==> src/rtl/winring_pkg.sv <==
package winring_pkg;

    typedef struct packed {
        logic ready;
        logic invalid;
        logic overflow;
    } wr_evt_t;

endpackage

==> src/rtl/winring_addr.sv <==
module winring_addr #(
    parameter int AW = 32,
    parameter int IW = 4
) (
    input  logic [AW-1:0] base,
    input  logic [AW-1:0] win_bytes,
    input  logic [IW-1:0] win_last,
    input  logic [AW-1:0] cur_start,
    input  logic [AW-1:0] addr,
    output logic          in_range,
    output logic          in_cur
);
    localparam int SW = AW + IW + 1;

    logic [IW:0]   nwin;
    logic [SW-1:0] span_x;
    logic [SW-1:0] base_x;
    logic [SW-1:0] addr_x;
    logic [SW-1:0] lim_x;
    logic [AW-1:0] off_cur;

    // region limit is computed wide so it cannot wrap.
    always_comb begin
        nwin     = {1'b0, win_last} + (IW+1)'(1);
        span_x   = SW'(nwin) * SW'(win_bytes);
        base_x   = SW'(base);
        addr_x   = SW'(addr);
        lim_x    = base_x + span_x;
        in_range = (addr_x >= base_x) && (addr_x < lim_x);
    end

    // membership of the current window from its tracked start.
    always_comb begin
        off_cur = addr - cur_start;
        in_cur  = (addr >= cur_start) && (off_cur < win_bytes);
    end

endmodule

==> src/rtl/winring_ctrl.sv <==
module winring_ctrl
    import winring_pkg::*;
#(
    parameter int AW = 32,
    parameter int IW = 4
) (
    input  logic          clk,
    input  logic          rst_n,
    input  logic          en,
    input  logic [AW-1:0] base,
    input  logic [AW-1:0] win_bytes,
    input  logic [IW-1:0] win_last,
    input  logic          wr_valid,
    input  logic          in_range,
    input  logic          in_cur,
    input  logic          cpu_done,
    output logic [IW-1:0] cur_idx,
    output logic [IW-1:0] nxt_idx,
    output logic [IW-1:0] cpu_idx,
    output logic [AW-1:0] cur_start,
    output logic [AW-1:0] cpu_start,
    output wr_evt_t       evt
);
    localparam int PW = IW + 1;

    typedef struct packed {
        logic [IW-1:0] cur;
        logic [IW-1:0] nxt;
        logic [IW-1:0] cpu;
        logic [PW-1:0] pend;
        logic [AW-1:0] cur_start;
        logic [AW-1:0] cpu_start;
    } ring_t;

    ring_t         s_d, s_q;
    wr_evt_t       evt_d;
    logic [PW-1:0] nwin;
    logic          done_ok;
    logic [PW-1:0] pend_eff;
    logic [PW:0]   need;
    logic          ring_full;

    function automatic logic [IW-1:0] wrap_inc(input logic [IW-1:0] i,
                                               input logic [IW-1:0] last);
        return (i == last) ? '0 : i + IW'(1);
    endfunction

    function automatic logic [AW-1:0] wrap_start(input logic [AW-1:0] start,
                                                 input logic [IW-1:0] i,
                                                 input logic [IW-1:0] last,
                                                 input logic [AW-1:0] b,
                                                 input logic [AW-1:0] sz);
        return (i == last) ? b : start + sz;
    endfunction

    always_comb begin
        s_d       = s_q;
        evt_d     = '0;
        nwin      = {1'b0, win_last} + PW'(1);
        done_ok   = cpu_done && (s_q.pend != '0);
        pend_eff  = s_q.pend - PW'(done_ok);
        need      = {1'b0, pend_eff} + (PW+1)'(2);
        ring_full = need >= {1'b0, nwin};
        if (!en) begin
            s_d.cur       = '0;
            s_d.nxt       = wrap_inc('0, win_last);
            s_d.cpu       = '0;
            s_d.pend      = '0;
            s_d.cur_start = base;
            s_d.cpu_start = base;
        end else begin
            if (done_ok) begin
                s_d.cpu       = wrap_inc(s_q.cpu, win_last);
                s_d.cpu_start = wrap_start(s_q.cpu_start, s_q.cpu, win_last,
                                           base, win_bytes);
                s_d.pend      = pend_eff;
            end
            if (wr_valid) begin
                if (!in_range) begin
                    evt_d.invalid = 1'b1;
                end else if (!in_cur) begin
                    if (ring_full) begin
                        evt_d.overflow = 1'b1;
                    end else begin
                        evt_d.ready   = 1'b1;
                        s_d.cur       = s_q.nxt;
                        s_d.nxt       = wrap_inc(s_q.nxt, win_last);
                        s_d.cur_start = wrap_start(s_q.cur_start, s_q.cur,
                                                   win_last, base, win_bytes);
                        s_d.pend      = pend_eff + PW'(1);
                    end
                end
            end
        end
    end

    always_ff @(posedge clk or negedge rst_n) begin
        if (!rst_n) begin
            s_q.cur       <= '0;
            s_q.nxt       <= IW'(1);
            s_q.cpu       <= '0;
            s_q.pend      <= '0;
            s_q.cur_start <= '0;
            s_q.cpu_start <= '0;
        end else begin
            s_q <= s_d;
        end
    end

    assign cur_idx   = s_q.cur;
    assign nxt_idx   = s_q.nxt;
    assign cpu_idx   = s_q.cpu;
    assign cur_start = s_q.cur_start;
    assign cpu_start = s_q.cpu_start;
    assign evt       = evt_d;

    // Checker-side values for the assertions below.
    logic [PW:0]   ring_sum;
    logic [PW:0]   ring_mod;
    logic [AW-1:0] cpu_addr_chk;
    always_comb begin
        ring_sum     = {2'b00, s_q.cpu} + {1'b0, s_q.pend};
        ring_mod     = (ring_sum >= {1'b0, nwin}) ? ring_sum - {1'b0, nwin} : ring_sum;
        cpu_addr_chk = base + AW'({{(AW-IW){1'b0}}, s_q.cpu} * win_bytes);
    end

    AST_NEXT_FOLLOWS: assert property (@(posedge clk) disable iff (!rst_n)
        (en && $past(en)) |-> s_q.nxt == ((s_q.cur == win_last) ? '0 : s_q.cur + IW'(1)));
    AST_RING_CONSISTENT: assert property (@(posedge clk) disable iff (!rst_n)
        (en && $past(en)) |-> {2'b00, s_q.cur} == ring_mod);
    AST_NO_OVERFLOW_MOVE: assert property (@(posedge clk) disable iff (!rst_n)
        evt_d.overflow |=> s_q.cur == $past(s_q.cur));
    AST_INVALID_NO_MOVE: assert property (@(posedge clk) disable iff (!rst_n)
        evt_d.invalid |=> (s_q.cur == $past(s_q.cur)) && (s_q.nxt == $past(s_q.nxt)));
    AST_DISABLED_HOME: assert property (@(posedge clk) disable iff (!rst_n)
        !en |=> (s_q.cur == '0) && (s_q.cpu == '0) && (s_q.pend == '0));
    AST_CPU_ADDR_MATCH: assert property (@(posedge clk) disable iff (!rst_n)
        (en && $past(en)) |-> s_q.cpu_start == cpu_addr_chk);

endmodule

==> src/rtl/winring_status.sv <==
module winring_status
    import winring_pkg::*;
(
    input  logic    clk,
    input  logic    rst_n,
    input  wr_evt_t evt,
    input  logic    clr_ready,
    input  logic    clr_invalid,
    input  logic    clr_overflow,
    output wr_evt_t pulse,
    output wr_evt_t sticky
);
    typedef struct packed {
        wr_evt_t pulse;
        wr_evt_t sticky;
    } stat_t;

    stat_t r_d, r_q;

    // set has priority over the matching clear.
    always_comb begin
        r_d                 = r_q;
        r_d.pulse           = evt;
        r_d.sticky.ready    = (r_q.sticky.ready    & ~clr_ready)    | evt.ready;
        r_d.sticky.invalid  = (r_q.sticky.invalid  & ~clr_invalid)  | evt.invalid;
        r_d.sticky.overflow = (r_q.sticky.overflow & ~clr_overflow) | evt.overflow;
    end

    always_ff @(posedge clk or negedge rst_n) begin
        if (!rst_n) begin
            r_q <= '0;
        end else begin
            r_q <= r_d;
        end
    end

    assign pulse  = r_q.pulse;
    assign sticky = r_q.sticky;

    AST_EVENTS_EXCLUSIVE: assert property (@(posedge clk) disable iff (!rst_n)
        $onehot0({evt.ready, evt.invalid, evt.overflow}));
    AST_READY_STICKS: assert property (@(posedge clk) disable iff (!rst_n)
        r_q.pulse.ready |-> r_q.sticky.ready);
    AST_OVERFLOW_STICKS: assert property (@(posedge clk) disable iff (!rst_n)
        (r_q.sticky.overflow && !clr_overflow) |=> r_q.sticky.overflow);

endmodule

==> src/rtl/winring_mgr.sv <==
module winring_mgr
    import winring_pkg::*;
#(
    parameter int AW = 32,
    parameter int IW = 4
) (
    input  logic          clk,
    input  logic          rst_n,
    input  logic          cfg_enable,
    input  logic [AW-1:0] cfg_base,
    input  logic [AW-1:0] cfg_win_bytes,
    input  logic [IW-1:0] cfg_win_last,
    input  logic          wr_valid,
    input  logic [AW-1:0] wr_addr,
    input  logic          cpu_done,
    input  logic          clr_ready,
    input  logic          clr_invalid,
    input  logic          clr_overflow,
    output logic          irq_ready,
    output logic          irq_invalid,
    output logic          irq_overflow,
    output logic          sts_ready,
    output logic          sts_invalid,
    output logic          sts_overflow,
    output logic [IW-1:0] cur_idx,
    output logic [IW-1:0] nxt_idx,
    output logic [IW-1:0] cpu_idx,
    output logic [AW-1:0] cpu_addr
);
    logic          in_range;
    logic          in_cur;
    logic [AW-1:0] cur_start;
    wr_evt_t       evt;
    wr_evt_t       pulse;
    wr_evt_t       sticky;

    winring_addr #(.AW(AW), .IW(IW)) u_addr (
        .base      (cfg_base),
        .win_bytes (cfg_win_bytes),
        .win_last  (cfg_win_last),
        .cur_start (cur_start),
        .addr      (wr_addr),
        .in_range  (in_range),
        .in_cur    (in_cur)
    );

    winring_ctrl #(.AW(AW), .IW(IW)) u_ctrl (
        .clk       (clk),
        .rst_n     (rst_n),
        .en        (cfg_enable),
        .base      (cfg_base),
        .win_bytes (cfg_win_bytes),
        .win_last  (cfg_win_last),
        .wr_valid  (wr_valid),
        .in_range  (in_range),
        .in_cur    (in_cur),
        .cpu_done  (cpu_done),
        .cur_idx   (cur_idx),
        .nxt_idx   (nxt_idx),
        .cpu_idx   (cpu_idx),
        .cur_start (cur_start),
        .cpu_start (cpu_addr),
        .evt       (evt)
    );

    winring_status u_stat (
        .clk          (clk),
        .rst_n        (rst_n),
        .evt          (evt),
        .clr_ready    (clr_ready),
        .clr_invalid  (clr_invalid),
        .clr_overflow (clr_overflow),
        .pulse        (pulse),
        .sticky       (sticky)
    );

    assign irq_ready    = pulse.ready;
    assign irq_invalid  = pulse.invalid;
    assign irq_overflow = pulse.overflow;
    assign sts_ready    = sticky.ready;
    assign sts_invalid  = sticky.invalid;
    assign sts_overflow = sticky.overflow;

endmodule

==> config.mk <==
export PLATFORM = sky130hd
export DESIGN_NAME = winring_mgr
export DESIGN_NICKNAME = d
export VERILOG_FILES = /design/src/rtl/winring_pkg.sv /design/src/rtl/winring_addr.sv /design/src/rtl/winring_ctrl.sv /design/src/rtl/winring_status.sv /design/src/rtl/winring_mgr.sv
export SDC_FILE = /design/constraint.sdc
export NUM_CORES = 1
export LEC_CHECK = 0
export ABC_AREA = 1
export BUFFER_PORTS_ARGS = -buffer_cell sky130_fd_sc_hd__buf_2
export CORE_MARGIN = 3
export CORE_UTILIZATION = 50
export CTS_BUF_LIST = sky130_fd_sc_hd__clkbuf_4 sky130_fd_sc_hd__clkbuf_8 sky130_fd_sc_hd__clkbuf_16
export DETAILED_ROUTE_END_ITERATION = 8
export GPL_TIMING_DRIVEN = 0
export HOLD_SLACK_MARGIN = 0.15
export PLACE_DENSITY = 0.81
export REMOVE_ABC_BUFFERS = 1
export SLEW_MARGIN = 10
export SYNTH_ARGS = -nofsm -noshare
export SYNTH_HDL_FRONTEND = slang
export SYNTH_SLANG_ARGS = --single-unit
==> constraint.sdc <==
create_clock -name clk -period 5.55 [get_ports clk]
set_clock_uncertainty 0.15 [all_clocks]
set_input_delay 0.555 -clock clk [delete_from_list [all_inputs] [get_ports clk]]
set_output_delay 0.555 -clock clk [all_outputs]
set_load 0.05 [all_outputs]
==> results.md, run 1 <==
- Status: finished, violations left
- Violated checks: negative setup slack
- P_sw: 7.21 mW
- Pin count of the biggest net entering global routing: 75
- Fin util: 0.611
- Critical path's slowest cell: fa_1
- Clock Sink Count: 87
- RSZ-0062 raised after global routing: true
- Initial antenna violation count: 4
- Tightest Hold Check Type: in2reg
- Initial Utilization: 0.514
- Crit path kind: in2reg
- Dpl hpwl: 50.3 mm
- Worst skew pair latency: 0.36 ns
- P&R area growth vs syn: 18.8%
- Drt pass-1 iters: 6
- Fin Hold WS: around 0.20 ns
- Tmin final: 6.54 ns
- CTS tree: done
- # setup viols final: 51
- Clock Root Buffer: clkbuf_16
- Biggest area consumer among synthesized cells: ha_1
- Total track usage: 0.326
- Row cnt: 70
- Total routed wirelength: roughly 69 mm
- Clk slew on worst S/H paths: 0.07 ns
- Placed insts: 3,467
- Max incr delay on CP: approximately 0.52 ns
- LEAKAGE: between 10 and 15 nW
- Sequential Power Share: 0.089
- Number of global-route vias before repair: 19,456
- CTS H-tree depth: 3
- Register area: 2180 sq um
- Die width: 201 um
- Inserted Clock Buffers: 9
- Filler cells: 3,389
- DRC viols: 0
- Multi-input logic area: 15,600 sq um
- Share of the synthesized area in the top cell type: 0.162
- Worst Max-Slew Pin Slew: 1.28 ns
- Remaining global-route overflow: 0
- Netlist cell types: 49
- Internal power: 5.36 mW
- CP Launch Type: input pin
- Synth top area cells: ha_1 16%, nand2_1 13%, fa_1 13%, dfrtp_1 11%, inv_1 9.9%
- Critical Path End Type: flip-flop
- Ant. Diodes: 0
- Drt wl/cell: 19.2 um
- Mapped cell area: 19,100 sq um
- CP bufs+invs: 9
- Ratio of cells with drive above 1 in the final layout: 0.163
- Critical Path RT: 5.70 ns
- Worst slew margin: 0.142
- Pre-CTS setup slack: -4.30 ns
- Max Fclk: roughly 150 MHz
- Total die area: 40,600 sq um
- Antenna viol nets, final: 0
- Post-synthesis sequential area ratio: 0.114
- Critical Path AT: 6.69 ns
- Max-slew violation count: 0
- Sw Share: 0.574
- Mapped Cells: 2,909
- Final GP Congestion: 0.988
- Power share of the clock group: 0.062
- Total number of vias: 20,550
- First-pass GRT wire length: 105 mm
- Non-filler cells, final: 3,595
- Height of the die: 201 um
- Maxcap violations: 0
- Max VDD drop: 587 uV
- Via density: 5.72
- Combinational share of power: 0.849
- First DRT Iteration DRCs: 2,031
- Critical path's top delay family: adder cells
- Final worst setup slack: -0.986 ns
- NumNets Final: between 3,000 and 4,000
- Tot Pwr: 12.6 mW
- Io pins: 158
- Cell mode on critical path: nand2_1
- Deepest clock path buffer count: 2
- Pwr Density: about 550 nW/um^2
- Port bufs: 157
- Final Hold Viols: 0
- Ys Warns: 0
- Core outline area: around 37,000 sq um
- Yosys reg bits: 87
- Fin crit share: 1.18
- Critical path peak fanout: 5
- Avg Cell Area, Syn: 6.56 sq um
[power groups by stage]
stage	Sequential, mW	Clock [mW]	Combinational [mW]
after global placement	1.12	0	8.24
after CTS	1.11	0.782	9.73
after detailed placement	1.12	0	8.37
after global routing	1.15	0.803	11.7
final	1.12	0.778	10.7
after floorplan	1.57	0	5.93
[cell usage after synthesis, drive strengths merged]
library cell and number:
a21boi 12, o21bai 18, o21a 14, mux2i 1, o211ai 14, xnor2 37, a211oi 5, and3 3
buf 75, nand4 51, and2 1, a32o 1, nor3 36, a22o 1, a21oi 219, o311ai 1
o22ai 3, xor2 71, nand3b 7, clkbuf 33, ha 247, nor2 298, dfstp 1, or2 3
nand2 683, a21o 22, nor4 10, nand3 158, inv 508, clkinv 4, fa 125, a31oi 14
o21ai 144, dfrtp 86, o31ai 3
[state kept, by name, summed over array words and instances, names as in the netlist]
signal	count
u_ctrl.nxt_idx	4
u_stat.pulse	3
u_ctrl.cpu_idx	4
u_ctrl.cur_start	32
u_ctrl.cur_idx	4
u_ctrl.s_q	5
u_stat.sticky	3
u_ctrl.cpu_start	32
[what timing repair did]
action	4_1_cts	5_1_grt
gates cloned	9	1
endpoints found under the hold margin	39	0
buffers inserted	77	25
endpoints found under the setup margin	51	51
hold buffers	1	0
resized for setup	203	107
pin swaps	94	84
[through the flow]
step / instance area [sq um] / setup TNS [ns]
2_1_floorplan: 18500 / -80.31
3_3_place_gp: 19900 / -328.27
3_5_place_dp: 20000 / -190.85
4_1_cts: 22100 / -36.70
5_1_grt: 22700 / -59.70
6_report: 22700 / -46.68
[cells in the final DEF, fill, tap and decap left out, drive strengths merged, types with 3 or more instances in the layout]
| master | count |
|---|---|
| o21bai | 18 |
| bufinv | 4 |
| a21o | 22 |
| o21a | 14 |
| buf | 263 |
| inv | 508 |
| o211ai | 14 |
| nand4 | 54 |
| o22ai | 3 |
| nand3b | 7 |
| a21oi | 219 |
| a21boi | 12 |
| or2 | 3 |
| and3 | 3 |
| ha | 247 |
| nor3 | 36 |
| o21ai | 144 |
| o31ai | 3 |
| a211oi | 5 |
| clkbuf | 11 |
| fa | 125 |
| xor2 | 71 |
| a31oi | 14 |
| nand2 | 685 |
| dfrtp | 86 |
| clkinv | 4 |
| clkinvlp | 5 |
| nor4 | 10 |
| nor2 | 298 |
| nand3 | 158 |
| xnor2 | 37 |
[path summary, 6_finish.rpt]
check	startpoint	to	slack (ns)	cells past startpoint
setup / recovery	cfg_win_last[0]	u_ctrl.s_q[66]$_DFF_PN0_	-0.99	39
hold / removal	clr_overflow	u_stat.sticky[0]$_DFF_PN0_	0.20	2
setup reg to reg	u_ctrl.cur_start[2]$_DFFE_PN0P_	u_ctrl.s_q[66]$_DFF_PN0_	0.01	27
hold reg to reg	u_ctrl.cpu_start[18]$_DFFE_PN0P_	u_ctrl.cpu_start[18]$_DFFE_PN0P_	0.36	2
max in group asynchronous	rst_n	u_ctrl.nxt_idx[0]$_DFFE_PN1P_	3.95	3
min in group asynchronous	rst_n	u_ctrl.cpu_start[5]$_DFFE_PN0P_	0.59	2
[logic make-up (layout without fill, tap and decap cells)]
family | Yosys count | count (layout) | share of synthesized area
xor gates and xnor gates | 108 | 108 | 0.0496
and+or+nand+nor | 1250 | 1255 | 0.272
AOI/OAI and AO/OA | 471 | 471 | 0.138
buffers and inverters | 620 | 797 | 0.134
DFF | 87 | 87 | 0.114
adders and majority gates | 372 | 372 | 0.293
muxes | 1 | 1 | 0.000524
[layout make-up]
class                           count  area share
Clock buffer                       10      0.0103
Clock inverter                      6     0.00585
Inverter                          512      0.0863
Multi-Input combinational cell   2207       0.688
Sequential cell                    87      0.0960
Tap cell                          504      0.0278
Timing Repair Buffer              266      0.0846
Timing Repair inverter              3     0.00110
[metal layers]
| metal | up-vias | track usage | wire length, um |
|---|---|---|---|
| li1 | 9658 | - | - |
| met1 | 9457 | 0.424 | 26700 |
| met2 | 1153 | 0.507 | 29800 |
| met3 | 276 | 0.0845 | 8070 |
| met4 | 6 | 0.155 | 4210 |
| met5 | - | 0 | 41 |
(Power assumes the default switching activity.)
==> run 2, diff against run 1 <==
--- a/config.mk
+++ b/config.mk
@@ -13,6 +13,7 @@
 export DETAILED_ROUTE_END_ITERATION = 8
 export GPL_TIMING_DRIVEN = 0
 export HOLD_SLACK_MARGIN = 0.15
+export MAX_ROUTING_LAYER = met4
 export PLACE_DENSITY = 0.81
 export REMOVE_ABC_BUFFERS = 1
 export SLEW_MARGIN = 10
==> results.md, run 2 (synthesis gave the netlist of run 1 again) <==
- Status: finished, violations left
- Violated checks: negative setup slack
- Pin count of the biggest net entering global routing: 74 (-1.3%)
- Crit path kind: in2reg
- Fin util: 0.601 (-0.00991)
- Final worst setup slack: -1.12 ns (-0.133 ns)
- GRT met2 Usage: 0.505 (-0.00183)
- Pre-CTS setup slack: -4.27 ns (+0.0285 ns)
- Drt pass-1 iters: 8 (+2)
- Remaining global-route overflow: 0 (unchanged)
- Most frequent cells in the layout: 624 x nand2_1, 477 x inv_1, 252 x nor2_1, 226 x ha_1, 188 x a21oi_1
- Max incr delay on CP: 0.57 ns (+0.05 ns)
- CP Launch Type: input pin
- Tot Pwr: 12.2 mW (-2.7%)
- Antenna viol nets, final: 0 (unchanged)
- Clock Sink Count: 87 (unchanged)
- CTS tree: done
- Height of the die: 201 um (unchanged)
- Most common cell after layout, fill and taps aside: nand2_1
- Cell mode on critical path: nand2_2
- Worst Setup SP: cfg_win_last[0]
- Port bufs: 157 (unchanged)
- Design area: 22,300 sq um (-1.6%)
- Deepest clock path buffer count: 2 (unchanged)
- HP Start: clr_overflow
- Dpl hpwl: 51.1 mm (+1.5%)
- DRC viols: 0 (unchanged)
- # setup viols final: 51 (unchanged)
- Fin Hold WS: 0.201 ns (+0.00502 ns)
- Worst skew pair latency: 0.36 ns (about the same)
- Max Fclk: 150 MHz (-2.0%)
- Ratio of cells with drive above 1 in the final layout: 0.157 (-0.00590)
- Total routed wirelength: 68.2 mm (-0.97%)
- Critical Path AT: 6.76 ns (+0.07 ns)
- Non-filler cells, final: 3,554 (-1.1%)
- GRT busiest layer: met2
- Placed insts: 3,467 (unchanged)
- Worst reg2reg startpoint: u_ctrl.cur_start[2]$_DFFE_PN0P_
- First DRT Iteration DRCs: 2,057 (+1.3%)
- NumNets Final: 3,523 (-1.2%)
- Tmin final: 6.67 ns (+0.133 ns)
- Pwr Density: 548 nW/um^2 (-1.1%)
- Critical Path RT: 5.64 ns (-0.06 ns)
- Critical path's top delay family: adder cells
- LEAKAGE: 11.7 nW (-2.1%)
- Fin crit share: 1.20 (+0.0239)
- First-pass GRT wire length: 104 mm (-1.4%)
- Inserted Clock Buffers: 9 (unchanged)
- Top flop regs: u_ctrl.cpu_start x32, u_ctrl.cur_start x32, u_ctrl.s_q x5
- Die width: 201 um (unchanged)
- Clock Root Buffer: clkbuf_16
- Row cnt: 70 (unchanged)
- Number of global-route vias before repair: 19,092 (-1.9%)
- Total die area: 40,600 sq um (unchanged)
- Critical path peak fanout: 6 (+1)
- CP bufs+invs: 10 (+1)
- Final GP Congestion: 0.984 (-0.44%)
- P&R area growth vs syn: 16.9%
- Critical Path End Type: flip-flop
- Total number of vias: 20,189 (-1.8%)
- Worst Max-Slew Pin Slew: 1.19 ns (-0.0983 ns)
- Met1 Track Usage GR: 0.443 (+0.0187)
- Clk slew on worst S/H paths: 0.07 ns (about the same)
- Drt wl/cell: 19.2 um (+0.18%)
- Final Hold Viols: 0 (unchanged)
- Tightest Hold Check Type: in2reg
- Setup TNS: -54.18 ns (-7.50 ns)
- Via density: 5.68 (-0.62%)
- Initial antenna violation count: 1 (-3)
- Total track usage: 0.333 (+0.00684)
- Io pins: 158 (unchanged)
- Max VDD drop: 660 uV (+13%)
- Worst slew margin: 0.207 (+0.0652)
- Max-slew violation count: 0 (unchanged)
- Critical path's slowest cell: fa_1
- CTS H-tree depth: 3 (unchanged)
- Post-placement cell area: 20,000 sq um (about the same)
- Filler cells: 3,465 (+2.2%)
- Initial Utilization: 0.514 (unchanged)
- Core outline area: 37,100 sq um (unchanged)
- Maxcap violations: 0 (unchanged)
- Routing usage on met3: 0.0578 (-0.0267)
- RSZ-0062 raised after global routing: true
## run 2: cell types whose count changed in the layout (fill, tap and decap cells not counted), sizes merged
| cell | before | now |
|---|---|---|
| buf | 263 | 218 |
| bufinv | 4 | 1 |
| clkinv | 4 | 6 |
| diode | 0 | 2 |
| clkbuf | 11 | 12 |
| inv | 508 | 509 |
| nand4 | 54 | 55 |
## run 2: repair_timing
action / 4_1_cts / 5_1_grt
endpoints found under the setup margin: 51 / 51
resized for setup: 135 / 176
pin swaps: 18 / 61
hold buffers: 1 / 0
setup buffers: 27 / 30
gates cloned: 10 / 2
endpoints found under the hold margin: 40 / 0
## run 2: worst paths after layout
path | to | slack [ns] | depth (start not counted)
worst min-delay path | u_stat.sticky[0]$_DFF_PN0_ | 0.20 | 2
min in group asynchronous | u_ctrl.cpu_start[7]$_DFFE_PN0P_ | 0.60 | 2
worst max-delay path | u_ctrl.cur_start[12]$_DFFE_PN0P_ | -1.12 | 40
max in group asynchronous | u_ctrl.s_q[67]$_DFF_PN0_ | 3.98 | 3
worst max register to register | u_ctrl.cur_idx[0]$_DFFE_PN0P_ | -0.04 | 26
worst min register to register | u_ctrl.cpu_start[15]$_DFFE_PN0P_ | 0.36 | 2
## run 2: per-layer routing
metal	up-vias	part of all wire
met1	9362	0.41
met4	0	0.053
li1	9572	-
met2	1043	0.43
met5	-	0
met3	212	0.10
## run 2: cell type report
cell class / instances / area [sq um] / share of cell area
multi-input cells: 2208 / 15600 / 0.699
flip-flops and latches: 87 / 2180 / 0.0976
inverters: 512 / 1960 / 0.0878
repair buffers: 222 / 1600 / 0.0718
well taps: 504 / 631 / 0.0283
clock buffers: 10 / 239 / 0.0107
clock inverters: 6 / 68.8 / 0.00308
repair inverters: 3 / 27.5 / 0.00123
diodes: 2 / 5.00 / 0.000224
## run 2: power by group
| part | leakage (nW) | total [mW] | internal, mW | switching [mW] |
|---|---|---|---|---|
| logic | 10.5 | 10.4 | 3.81 | 6.64 |
| clock network | 0.149 | 0.661 | 0.364 | 0.297 |
| registers | 1.07 | 1.12 | 0.880 | 0.242 |
| total | 11.7 | 12.2 | 5.06 | 7.17 |
